**config.mk**
```make
export PLATFORM = sky130hd
export DESIGN_NAME = frac_sdm3
export DESIGN_NICKNAME = d
export VERILOG_FILES = /design/src/rtl/frac_sdm3_pkg.sv /design/src/rtl/sdm_cfg_regs.sv /design/src/rtl/sdm_mod_acc.sv /design/src/rtl/sdm_dither.sv /design/src/rtl/sdm_mash_comb.sv /design/src/rtl/frac_sdm3.sv
export SDC_FILE = /design/constraint.sdc
export NUM_CORES = 1
export LEC_CHECK = 0
export ABC_AREA = 1
export BUFFER_PORTS_ARGS = -buffer_cell sky130_fd_sc_hd__buf_2
export CORE_ASPECT_RATIO = 1.5
export CORE_UTILIZATION = 50
export CTS_CLUSTER_DIAMETER = 100
export DETAILED_ROUTE_END_ITERATION = 16
export PLACE_DENSITY = 0.66
export REMOVE_ABC_BUFFERS = 1
export SYNTH_ARGS = -nofsm -noshare
export SYNTH_HDL_FRONTEND = slang
export SYNTH_SLANG_ARGS = --single-unit
```
**constraint.sdc**
```tcl
create_clock -name clk -period 12.43 [get_ports clk]
set_input_delay 2.486 -clock clk [delete_from_list [all_inputs] [get_ports clk]]
set_output_delay 2.486 -clock clk [all_outputs]
set_load 0.02 [all_outputs]
```
**src/rtl/frac_sdm3_pkg.sv**
```systemverilog
package frac_sdm3_pkg;

   typedef enum logic [1:0] {
      CFG_FRAC  = 2'd0,
      CFG_MOD   = 2'd1,
      CFG_PHASE = 2'd2,
      CFG_CTRL  = 2'd3
   } cfg_addr_e;

   localparam int CTRL_DITHER_BIT = 0;
   localparam int CTRL_HOLD_BIT   = 1;
   localparam int SDM_STAGES      = 3;

endpackage

```
**src/rtl/sdm_cfg_regs.sv**
```systemverilog
module sdm_cfg_regs
   import frac_sdm3_pkg::*;
#(
   parameter int MOD_W        = 12,
   parameter int DITH_MIN_MOD = 50,
   parameter int MOD_RST      = 2
) (
   input  logic             clk,
   input  logic             rst_n,
   input  logic             cfg_we,
   input  logic [1:0]       cfg_addr,
   input  logic [MOD_W-1:0] cfg_wdata,
   output logic [MOD_W-1:0] frac_q,
   output logic [MOD_W-1:0] mod_q,
   output logic [MOD_W-1:0] phase_q,
   output logic             dith_q,
   output logic             hold_q,
   output logic             reload,
   output logic             cfg_bad
);
   localparam logic [MOD_W-1:0] DMIN   = MOD_W'(DITH_MIN_MOD);
   localparam logic [MOD_W-1:0] ABSMIN = MOD_W'(2);
   localparam logic [MOD_W-1:0] MRST   = MOD_W'(MOD_RST);

   cfg_addr_e sel;
   assign sel = cfg_addr_e'(cfg_addr);

   always_ff @(posedge clk) begin
      if (!rst_n) begin
         frac_q  <= '0;
         mod_q   <= MRST;
         phase_q <= '0;
         dith_q  <= 1'b0;
         hold_q  <= 1'b0;
      end else if (cfg_we) begin
         case (sel)
            CFG_FRAC:  frac_q  <= cfg_wdata;
            CFG_MOD:   mod_q   <= cfg_wdata;
            CFG_PHASE: phase_q <= cfg_wdata;
            CFG_CTRL: begin
               dith_q <= cfg_wdata[CTRL_DITHER_BIT];
               hold_q <= cfg_wdata[CTRL_HOLD_BIT];
            end
            default: ;
         endcase
      end
   end

   assign reload  = cfg_we && (sel == CFG_FRAC) && !hold_q;
   assign cfg_bad = (mod_q < ABSMIN) || (dith_q && (mod_q < DMIN));

endmodule

```
**src/rtl/sdm_mod_acc.sv**
```systemverilog
module sdm_mod_acc #(
   parameter int W = 12
) (
   input  logic         clk,
   input  logic         rst_n,
   input  logic         load,
   input  logic [W-1:0] seed,
   input  logic [W:0]   inc,
   input  logic [W-1:0] modv,
   output logic [W-1:0] acc_q,
   output logic [W-1:0] acc_nx,
   output logic         carry
);
   logic [W+1:0] sum;
   logic [W+1:0] red;

   always_comb begin
      sum   = {2'b00, acc_q} + {1'b0, inc};
      carry = (sum >= {2'b00, modv});
      red   = carry ? (sum - {2'b00, modv}) : sum;
      acc_nx = red[W-1:0];
   end

   always_ff @(posedge clk) begin
      if (!rst_n)    acc_q <= '0;
      else if (load) acc_q <= seed;
      else           acc_q <= acc_nx;
   end

endmodule

```
**src/rtl/sdm_dither.sv**
```systemverilog
module sdm_dither #(
   parameter bit EN  = 1'b1,
   parameter int LW  = 21,
   parameter int TAP = 19
) (
   input  logic          clk,
   input  logic          rst_n,
   input  logic          load,
   input  logic          run,
   output logic          dbit,
   output logic [LW-1:0] state
);
   localparam logic [LW-1:0] SEED = LW'(1);

   generate
      if (EN) begin : g_lfsr
         logic [LW-1:0] sr;
         logic          fb;
         assign fb = sr[LW-1] ^ sr[TAP-1];
         always_ff @(posedge clk) begin
            if (!rst_n)    sr <= SEED;
            else if (load) sr <= SEED;
            else if (run)  sr <= {sr[LW-2:0], fb};
         end
         assign dbit  = run & sr[LW-1];
         assign state = sr;
      end else begin : g_none
         assign dbit  = 1'b0;
         assign state = SEED;
      end
   endgenerate

endmodule

```
**src/rtl/sdm_mash_comb.sv**
```systemverilog
module sdm_mash_comb #(
   parameter int OUT_W = 4
) (
   input  logic                    clk,
   input  logic                    rst_n,
   input  logic                    load,
   input  logic [2:0]              cy,
   output logic signed [OUT_W-1:0] ofs
);
   logic c2_d, c3_d, c3_dd;
   logic [OUT_W-1:0] y;

   always_comb begin
      y = OUT_W'(cy[0])
        + OUT_W'(cy[1]) - OUT_W'(c2_d)
        + OUT_W'(cy[2]) - (OUT_W'(c3_d) << 1) + OUT_W'(c3_dd);
   end

   always_ff @(posedge clk) begin
      if (!rst_n || load) begin
         c2_d  <= 1'b0;
         c3_d  <= 1'b0;
         c3_dd <= 1'b0;
         ofs   <= '0;
      end else begin
         c2_d  <= cy[1];
         c3_d  <= cy[2];
         c3_dd <= c3_d;
         ofs   <= $signed(y);
      end
   end

endmodule

```
**src/rtl/frac_sdm3.sv**
```systemverilog
module frac_sdm3
   import frac_sdm3_pkg::*;
#(
   parameter int MOD_W        = 12,
   parameter bit DITHER_EN    = 1'b1,
   parameter int LFSR_W       = 21,
   parameter int LFSR_TAP     = 19,
   parameter int DITH_MIN_MOD = 50,
   parameter int MOD_RST      = 2,
   parameter int OUT_W        = 4
) (
   input  logic                    clk,
   input  logic                    rst_n,
   input  logic                    cfg_we,
   input  logic [1:0]              cfg_addr,
   input  logic [MOD_W-1:0]        cfg_wdata,
   output logic signed [OUT_W-1:0] ofs,
   output logic                    cfg_bad
);
   localparam int NSTG = SDM_STAGES;

   generate
      if (MOD_W < 7)                   begin : g_e0 $error("MOD_W too small for dither floor"); end
      if (OUT_W < 4)                   begin : g_e1 $error("OUT_W must hold -3..+4"); end
      if (LFSR_TAP >= LFSR_W || LFSR_TAP < 1) begin : g_e2 $error("LFSR_TAP out of range"); end
      if (DITH_MIN_MOD >= (1 << MOD_W)) begin : g_e3 $error("DITH_MIN_MOD exceeds modulus field"); end
   endgenerate

   logic [MOD_W-1:0] frac_q, mod_q, phase_q;
   logic             dith_q, hold_q, reload;
   logic             dbit;
   logic [LFSR_W-1:0] lfsr_st;

   sdm_cfg_regs #(
      .MOD_W(MOD_W), .DITH_MIN_MOD(DITH_MIN_MOD), .MOD_RST(MOD_RST)
   ) u_cfg (
      .clk(clk), .rst_n(rst_n), .cfg_we(cfg_we), .cfg_addr(cfg_addr),
      .cfg_wdata(cfg_wdata), .frac_q(frac_q), .mod_q(mod_q),
      .phase_q(phase_q), .dith_q(dith_q), .hold_q(hold_q),
      .reload(reload), .cfg_bad(cfg_bad)
   );

   sdm_dither #(
      .EN(DITHER_EN), .LW(LFSR_W), .TAP(LFSR_TAP)
   ) u_dith (
      .clk(clk), .rst_n(rst_n), .load(reload), .run(dith_q),
      .dbit(dbit), .state(lfsr_st)
   );

   logic [MOD_W-1:0] acc_q  [NSTG];
   logic [MOD_W-1:0] acc_nx [NSTG];
   logic [MOD_W:0]   inc    [NSTG];
   logic [NSTG-1:0]  cy;

   generate
      for (genvar k = 0; k < NSTG; k++) begin : g_stg
         if (k == 0) begin : g_head
            assign inc[k] = {1'b0, frac_q} + {{MOD_W{1'b0}}, dbit};
         end else begin : g_tail
            assign inc[k] = {1'b0, acc_nx[k-1]};
         end
         sdm_mod_acc #(.W(MOD_W)) u_acc (
            .clk(clk), .rst_n(rst_n), .load(reload),
            .seed((k == 0) ? phase_q : '0),
            .inc(inc[k]), .modv(mod_q),
            .acc_q(acc_q[k]), .acc_nx(acc_nx[k]), .carry(cy[k])
         );
      end
   endgenerate

   sdm_mash_comb #(.OUT_W(OUT_W)) u_comb (
      .clk(clk), .rst_n(rst_n), .load(reload), .cy(cy), .ofs(ofs)
   );

endmodule

```
Yosys cells after proc, flatten, opt, wreduce, memory -nomap -nowiden. Index checks and enable logic that the tools add are counted. Widths: inputs -> output; s select.

Register bits: 102. Bits in latches: 0. Bits in writable memories: 0. Bits in read-only memories: 0. Input port bits: 17. Word-level logic and storage cells: 53. Memories kept: 0.

Add/sub/neg operators: 12. Multipliers: 0. Div/mod/pow operators: 0. $lt $le $gt $ge: 5. Equal/unequal tests: 3. Shift operators: 0. Mux-type cells: 4. Bitwise logic cells: 3. Reduce and logical (&&, ||, !) cells: 13.

Operators with widths (number): $mux 12 (4); $sub 12x12->12 (3); $add 12x12->13 (2); $ge 13x12->1 (2); $add 12x13->14 (1); $ge 14x12->1 (1); $add 12x1->13 (1); $lt 12x2->1 const B (1); $lt 12x6->1 const B (1); $add 4x1->4 (2); $reduce_and 2->1 (4); $eq 2x2->1 const B (2); $sub 4x1->4 (1); $sub 4x2->4 (1); $logic_and 1x1->1 (3); $add 1x1->2 (1); $eq 2x1->1 const B (1); $logic_not 1->1 (2); $logic_not 2->1 (1); $logic_or 1x1->1 (2); $reduce_or 2->1 (1); $and 1x1->1 (1); $not 1->1 (1); $xor 1x1->1 (1).

Logic depth before layout (Yosys ltp). Gate-level depths: netlist (run 1).

Depth in word-level cells: 13. Depth in mapped cells: 74. Mapped depth without buffers: 71.

Hierarchy. From an unflattened synthesis (run 1), not the netlist that was laid out.

Cells, all modules: 1405. Area, all modules: 9411.5 um^2.

Modules (own cells, without submodules): sdm_mod_acc at g_stg[1].u_acc ... (instances 2, cells an instance 335, area an instance 2153.3 um^2, sequential area each 240.2 um^2); sdm_mod_acc at g_stg[0].u_acc (instances 1, cells an instance 335, area an instance 2112.0 um^2, sequential area each 240.2 um^2); sdm_cfg_regs (instances 1, cells an instance 206, area an instance 1589.0 um^2, sequential area each 760.7 um^2); sdm_dither (instances 1, cells an instance 102, area an instance 772.0 um^2, sequential area each 420.4 um^2); sdm_mash_comb (instances 1, cells an instance 42, area an instance 362.8 um^2, sequential area each 140.1 um^2); frac_sdm3 (instances 1, cells an instance 50, area an instance 269.0 um^2, sequential area each 0.0 um^2).

Least setup slack after synthesis (run 1). OpenSTA, ideal clock, no wires.

Path type: reg2reg. Start: register u_cfg.dith_q. End: register u_comb.ofs[2]. Data arrival time: 8885 ps. Path slack: 3480 ps. Stages on the path, launching flop included: 68. Buffers on the path: 3. Clock period less this slack: 8950 ps. Cell sequence: dfxtp_1 -> clkbuf_1 -> nand2_1 -> fa_1 -> fa_1 -> inv_1 -> nand3_1 -> nand3_1 -> nand2_1 -> nand3_1 -> nand2_1 -> ha_1 -> nand2_1 -> nor2_1 -> nand3_1 -> nand4_1 -> nand2_1 -> nand2_2 -> [... 32 more ...] -> inv_1 -> ha_1 -> nand2_1 -> nor2_1 -> nand3_1 -> nand3_2 -> nand2_2 -> nand2_2 -> nand2_4 -> nand2_4 -> inv_2 -> ha_1 -> fa_1 -> inv_1 -> ha_1 -> inv_1 -> ha_1 -> nor2_1.

RTL lines: start, declared (line sdm_cfg_regs.sv:16) `output logic dith_q,`; start signal, assigned (line sdm_cfg_regs.sv:41) `dith_q <= cfg_wdata[CTRL_DITHER_BIT];`; end signal, assigned (line sdm_mash_comb.sv:29) `ofs <= $signed(y);`; end, declared (line sdm_mash_comb.sv:8) `output logic signed [OUT_W-1:0] ofs`.

==> impl_metrics.json, run 1 <==
{
  "synth_flop_cell": "dfxtp_1",
  "rows": 56,
  "muxShareOfSynthArea_pct": 0,
  "dp_slack_ns": 2.014,
  "critPathSlowestCell": "fa_1",
  "post-route-cell-area_mm2": 0.008539,
  "die_w_um": 105.4,
  "post_cts_buffers": 0,
  "drv_cap": 0,
  "rsz0062_at_grt": "false",
  "drtAntennaViolNets": 0,
  "min_path_type": "flip-flop to flip-flop",
  "place.gp.congestion": 0.9389,
  "clk_pin_slew_ns": 0.08,
  "layout_common_cells": "nand2_1, inv_1, nor2_1",
  "dr.pass1.iters": 5,
  "fmax_ghz": 0.09501,
  "area_growth_pct": 6.441,
  "dpl-instance-area_mm2": 0.008225,
  "cts_root_buf": "clkbuf_16",
  "synthAdderAreaFrac_pct": 14.10,
  "synth-edff-count": 0,
  "setup_slack_ns": 1.905,
  "slew-limit-headroom_pct": 37.01,
  "core_mm2": 0.01570,
  "status": "finished clean",
  "yosysWarningCount": 0,
  "grt_max_degree": 52,
  "die_h_um": 157.1,
  "cts_buffer_depth": 2,
  "io_pins": 22,
  "syn_area_mm2": 0.008023,
  "layout_min_cycle_time_ns": 10.53,
  "crit_top_cell": "nand2_1",
  "vias": 7425,
  "portBuffers": 21,
  "drive_above_1_share_pct": 8.214,
  "nNetsFinal": 1351,
  "max_stage_delay_ns": 0.50,
  "report.final.slew_viol_count": 0,
  "initial_utilization_pct": 51.12,
  "grt_use_total_pct": 26.96,
  "fp.dieArea_mm2": 0.01657,
  "wl_per_cell_um": 14.50,
  "clkLatencyLatePin_ns": 0.37,
  "end_kind": "flip-flop",
  "path_class": "flip-flop to flip-flop",
  "crit_buf_inv": 10,
  "cts_buffers": 9,
  "antenna_cells": 0,
  "grt_pass1_vias": 7108,
  "synth.ff_latch_count": 102,
  "drcViolationCount": 0,
  "finalHoldViolations": 0,
  "crit_family": "simple AND/OR/NAND/NOR gates",
  "seq_area_frac_synth_pct": 25.45,
  "cts_tree": "yes",
  "synth_area_per_cell_um2": 6.439,
  "fillers": 1669,
  "reg2reg_slack_ns": 1.90,
  "synthDistinctLibCells": 40,
  "clock-sinks": 102,
  "async_reset_ff_share_pct": 0,
  "critPathArrivalTime_ns": 10.83,
  "setup_viol": 0,
  "antenna_found_initial": 0,
  "tns_ns": 0,
  "mostFrequentLayoutCell": "nand2_1",
  "via_per_inst": 5.096,
  "finalCritPeriodShare_pct": 84.68,
  "yosys.area_share.simple_pct": 33.41,
  "synthXorXnorAreaFrac_pct": 4.367,
  "synth_compound_area_share_pct": 10.67,
  "global_route.overflow_total": 0,
  "cts_hold_buf": 0,
  "synthCells": 1246,
  "fin_util_pct": 54.41,
  "tightestPinTransition_ns": 0.9423,
  "start_kind": "flip-flop",
  "crit_required_ns": 12.74,
  "drt-initial-drc-count": 389,
  "synth_top_family_by_area": "simple AND/OR/NAND/NOR gates",
  "cts_resized": 0,
  "htreeDepth": 3,
  "grt_pass1_wl_um": 34320,
  "dp.final_hpwl_um": 16810,
  "crit_path_max_fanout": 25,
  "skew_ns": 0.008996,
  "wl_um": 21130
}
==> area by class of cell <==
type	count	area [um^2]	area share, %
Tap cell	203	254.0	2.974
Inverter	211	792.0	9.275
Multi-Input combinational cell	902	5017	58.75
Clock buffer	9	225.2	2.637
Clock inverter	7	88.84	1.040
Timing Repair Buffer	23	120.1	1.407
Sequential cell	102	2042	23.91
==> metrics by stage <==
| step | hold slack, ns | instances |
|---|---|---|
| after floorplan | 0.4199 | 1215 |
| after global placement | 0.4309 | 1441 |
| after detailed placement | 0.4335 | 1441 |
| after CTS | 0.4465 | 1457 |
| after global routing | 0.4593 | 1457 |
| final | 0.4444 | 1457 |
==> synth_stat cells (5+ instances only) <==
library cell    n  share of area (%)
inv_2          10               0.47
nor2_1        104                4.9
buf_2           5               0.31
ha_1           76                 12
nand2_1       348                 16
o21ai_0        54                3.4
xor2_1         21                2.3
nand3_1        93                5.8
a21oi_1        79                4.9
fa_1            9                2.2
nor2_2         14                1.1
nand3b_1       11                1.0
clkbuf_1       19               0.89
o21bai_1        8               0.75
inv_1         200                9.4
dfxtp_1       102                 25
xnor2_1        19                2.1
nand2_2        25                1.9
nand4_1        11               0.86
==> sequential cells by signal (all words and copies together), names as in the netlist, 4 cells and up <==
| name | count |
|---|---|
| u_cfg.mod_q | 12 |
| u_cfg.phase_q | 12 |
| g_stg.u_acc.acc_q | 36 |
| u_cfg.frac_q | 12 |
| u_dith.state | 21 |
| u_comb.ofs | 4 |
==> worst paths after layout <==
kind                          from               end  cells past startpoint
hold reg to reg   u_cfg.phase_q[1]  u_cfg.phase_q[1]                      2
hold / removal    u_cfg.phase_q[1]  u_cfg.phase_q[1]                      2
setup / recovery      u_cfg.dith_q     u_comb.ofs[2]                     66
setup reg to reg      u_cfg.dith_q     u_comb.ofs[2]                     66
==> worst register-to-register path: cells and delay by family (launching register included) <==
family	cells	cell delay (ns)
AND/OR/NAND/NOR	41	4.58
adder cells (fa/ha/maj)	13	4.28
buffers and inverters	10	0.87
XOR/XNOR	2	0.41
flip-flops	1	0.32
==> layer usage <==
metal	GRT usage (%)	routed length (um)
met1	28.75	8597
met2	51.32	11000
met5	0	0
met3	4.141	669
met4	12.88	866
==> logic make-up after synthesis <==
family,Yosys count
AOI/OAI and AO/OA,157
DFF,102
adders and majority gates,85
xor gates and xnor gates,40
and+or+nand+nor,620
buffers and inverters,242
Power of run 1 is not shown: default switching activity piles up to over one toggle a cycle in this logic, so the estimate is an artifact.
==> run 2, diff against run 1 <==
--- a/config.mk
+++ b/config.mk
@@ -5,7 +5,7 @@
 export SDC_FILE = /design/constraint.sdc
 export NUM_CORES = 1
 export LEC_CHECK = 0
-export ABC_AREA = 1
+export ABC_AREA = 0
 export BUFFER_PORTS_ARGS = -buffer_cell sky130_fd_sc_hd__buf_2
 export CORE_ASPECT_RATIO = 1.5
 export CORE_UTILIZATION = 50
==> constraint.sdc (replaced) <==
create_clock -name clk -period 9.8 [get_ports clk]
set_input_delay 1.96 -clock clk [delete_from_list [all_inputs] [get_ports clk]]
set_output_delay 1.96 -clock clk [all_outputs]
set_load 0.02 [all_outputs]
==> run 2 against run 1 <==
Critical path depth shrank 13. Final cell count shrank 7.8%. Non-clock buffer count up 239. First-iteration DRC count shrank 20%. Highest routed layer unchanged. Synthesized cell count fell by 27%. The run now ends with setup timing left. Maximum frequency is 1.5% higher. Synthesized area down 6.8%. Die area fell by 6.7%.
==> impl_metrics.json, run 2 <==
{
  "synth_area_leaders": "dfxtp_1, ha_1, nand2_1",
  "portBuffers": 21,
  "cts_buffers": 9,
  "area_growth_pct": 36.14,
  "whs_ns": 0.4693,
  "synthTopCellsByCount": "nand2_1, dfxtp_1, ha_1",
  "htreeDepth": 3,
  "cts_root_buf": "clkbuf_16",
  "synthDistinctLibCells": 73,
  "start_kind": "flip-flop",
  "placedCellCount": 1301,
  "via_per_inst": 5.631,
  "status": "finished with violations",
  "path_class": "flip-flop to flip-flop",
  "drv_cap": 0,
  "async_reset_ff_share_pct": 0,
  "finalHoldViolations": 0,
  "dp.final_hpwl_um": 17040,
  "drt-initial-drc-count": 310,
  "rows": 54,
  "mostFrequentLayoutCell": "buf_4",
  "largest_reg_flops": 36,
  "nNetsFinal": 1244,
  "vias": 7562,
  "crit_required_ns": 10.03,
  "tns_ns": -1.919,
  "setup_viol": 4,
  "cts_hold_buf": 0,
  "die_h_um": 151.7,
  "cts_buffer_depth": 2,
  "slew-limit-headroom_pct": 13.78,
  "grt_max_degree": 57,
  "synth.largest_area_cell": "dfxtp_1",
  "grt_use_total_pct": 30.10,
  "wl_um": 22730,
  "synth_flop_cell": "dfxtp_1",
  "yosysWarningCount": 0,
  "crit_path_max_fanout": 13,
  "drive_above_1_share_pct": 32.96,
  "place.gp.congestion": 0.9157,
  "end_kind": "flip-flop",
  "grt_pass1_vias": 7624,
  "layout_common_cells": "buf_4, nand2_1, dfxtp_1",
  "syn_area_mm2": 0.007475,
  "skew_ns": 0.01080,
  "layout.cells.non_filler": 1343,
  "antenna_found_initial": 0,
  "regMostFlops": "g_stg.u_acc.acc_q",
  "drtAntennaViolNets": 0,
  "global_route.overflow_total": 0,
  "drcViolationCount": 0,
  "setup_slack_ns": -0.5665,
  "tightestPinTransition_ns": 1.289,
  "critPathArrivalTime_ns": 10.60,
  "min_path_type": "flip-flop to flip-flop",
  "dr.pass1.iters": 5,
  "clkLatencyLatePin_ns": 0.35,
  "yosysMostFrequentCell": "nand2_1",
  "synth_top_area_share_pct": 27.32,
  "clock-sinks": 102,
  "fmax_ghz": 0.09646,
  "clk_pin_slew_ns": 0.08,
  "finalCritPeriodShare_pct": 105.8,
  "synth_area_per_cell_um2": 8.268,
  "synthCells": 904,
  "cts_tree": "yes",
  "fp.dieArea_mm2": 0.01545,
  "seq_area_frac_synth_pct": 27.32,
  "layout_min_cycle_time_ns": 10.37,
  "initial_utilization_pct": 51.22,
  "critPathSlowestCell": "a2111oi_2",
  "grt_pass1_wl_um": 35880,
  "core_mm2": 0.01459,
  "antenna_cells": 0,
  "violations": "setup timing",
  "die_w_um": 101.8,
  "wl_per_cell_um": 16.92,
  "max_stage_delay_ns": 0.46,
  "synth-edff-count": 0,
  "report.final.slew_viol_count": 0,
  "rsz0062_at_grt": "true",
  "io_pins": 22,
  "synth.ff_latch_count": 102
}
## run 2: metrics by stage
step | utilization (%) | setup slack (ns) | area (um^2)
final | 69.73 | -0.5665 | 10180
after global routing | 69.73 | -1.011 | 10180
after CTS | 68.12 | -0.4508 | 9941
after detailed placement | 63.69 | -1.210 | 9295
after global placement | 63.69 | -0.9930 | 9295
after floorplan | - | -1.892 | 7331
## run 2: path summary, 6_finish.rpt
kind,end,slack [ns],cells past startpoint,from
worst max register to register,u_comb.ofs[2],-0.57,53,u_cfg.frac_q[0]
worst max-delay path,u_comb.ofs[2],-0.57,53,u_cfg.frac_q[0]
worst min register to register,u_cfg.phase_q[4],0.47,2,u_cfg.phase_q[4]
worst min-delay path,u_cfg.phase_q[4],0.47,2,u_cfg.phase_q[4]
## run 2: timing repair
| item | 4_1_cts | 5_1_grt |
|---|---|---|
| pin swaps | 46 | 45 |
| setup endpoints to repair | 17 | 17 |
| gates resized for setup | 63 | 30 |
| setup buffers | 14 | 12 |
## run 2: area by class of cell
cell class	instances	area [um^2]
Sequential cell	102	2046
Multi-Input combinational cell	724	5497
Inverter	43	161.4
Clock inverter	7	72.57
Clock buffer	9	225.2
Timing Repair Buffer	262	1929
Tap cell	196	245.2
Fill cell	1206	4418
## run 2: worst max-delay path, delay by kind of cell, from the launching register on
family,cells,cell delay [ns]
adder cells (fa/ha/maj),12,3.51
AO/OA/AOI/OAI,15,2.99
AND/OR/NAND/NOR,13,1.69
buffers and inverters,9,0.80
XOR/XNOR,3,0.52
multiplexers,1,0.36
flip-flops,1,0.34
## run 2: per-layer routing
| layer | wire length, um | GRT usage (%) | vias up |
|---|---|---|---|
| met5 | 0 | 0 | - |
| li1 | - | - | 3729 |
| met3 | 823 | 3.807 | 94 |
| met4 | 1378 | 18.86 | 0 |
| met2 | 11770 | 57.13 | 206 |
| met1 | 8748 | 30.56 | 3533 |
## run 2: kinds of logic (layout without fill, tap and decap cells)
family | Yosys count | after routing | synth area share [%]
xor gates and xnor gates | 48 | 48 | 5.624
muxes | 34 | 34 | 4.804
DFF | 102 | 102 | 27.32
buffers and inverters | 78 | 321 | 4.084
AOI/OAI and AO/OA | 257 | 257 | 23.70
and+or+nand+nor | 300 | 300 | 19.33
adders and majority gates | 85 | 85 | 15.13
Power of run 2 is left out for the same reason.
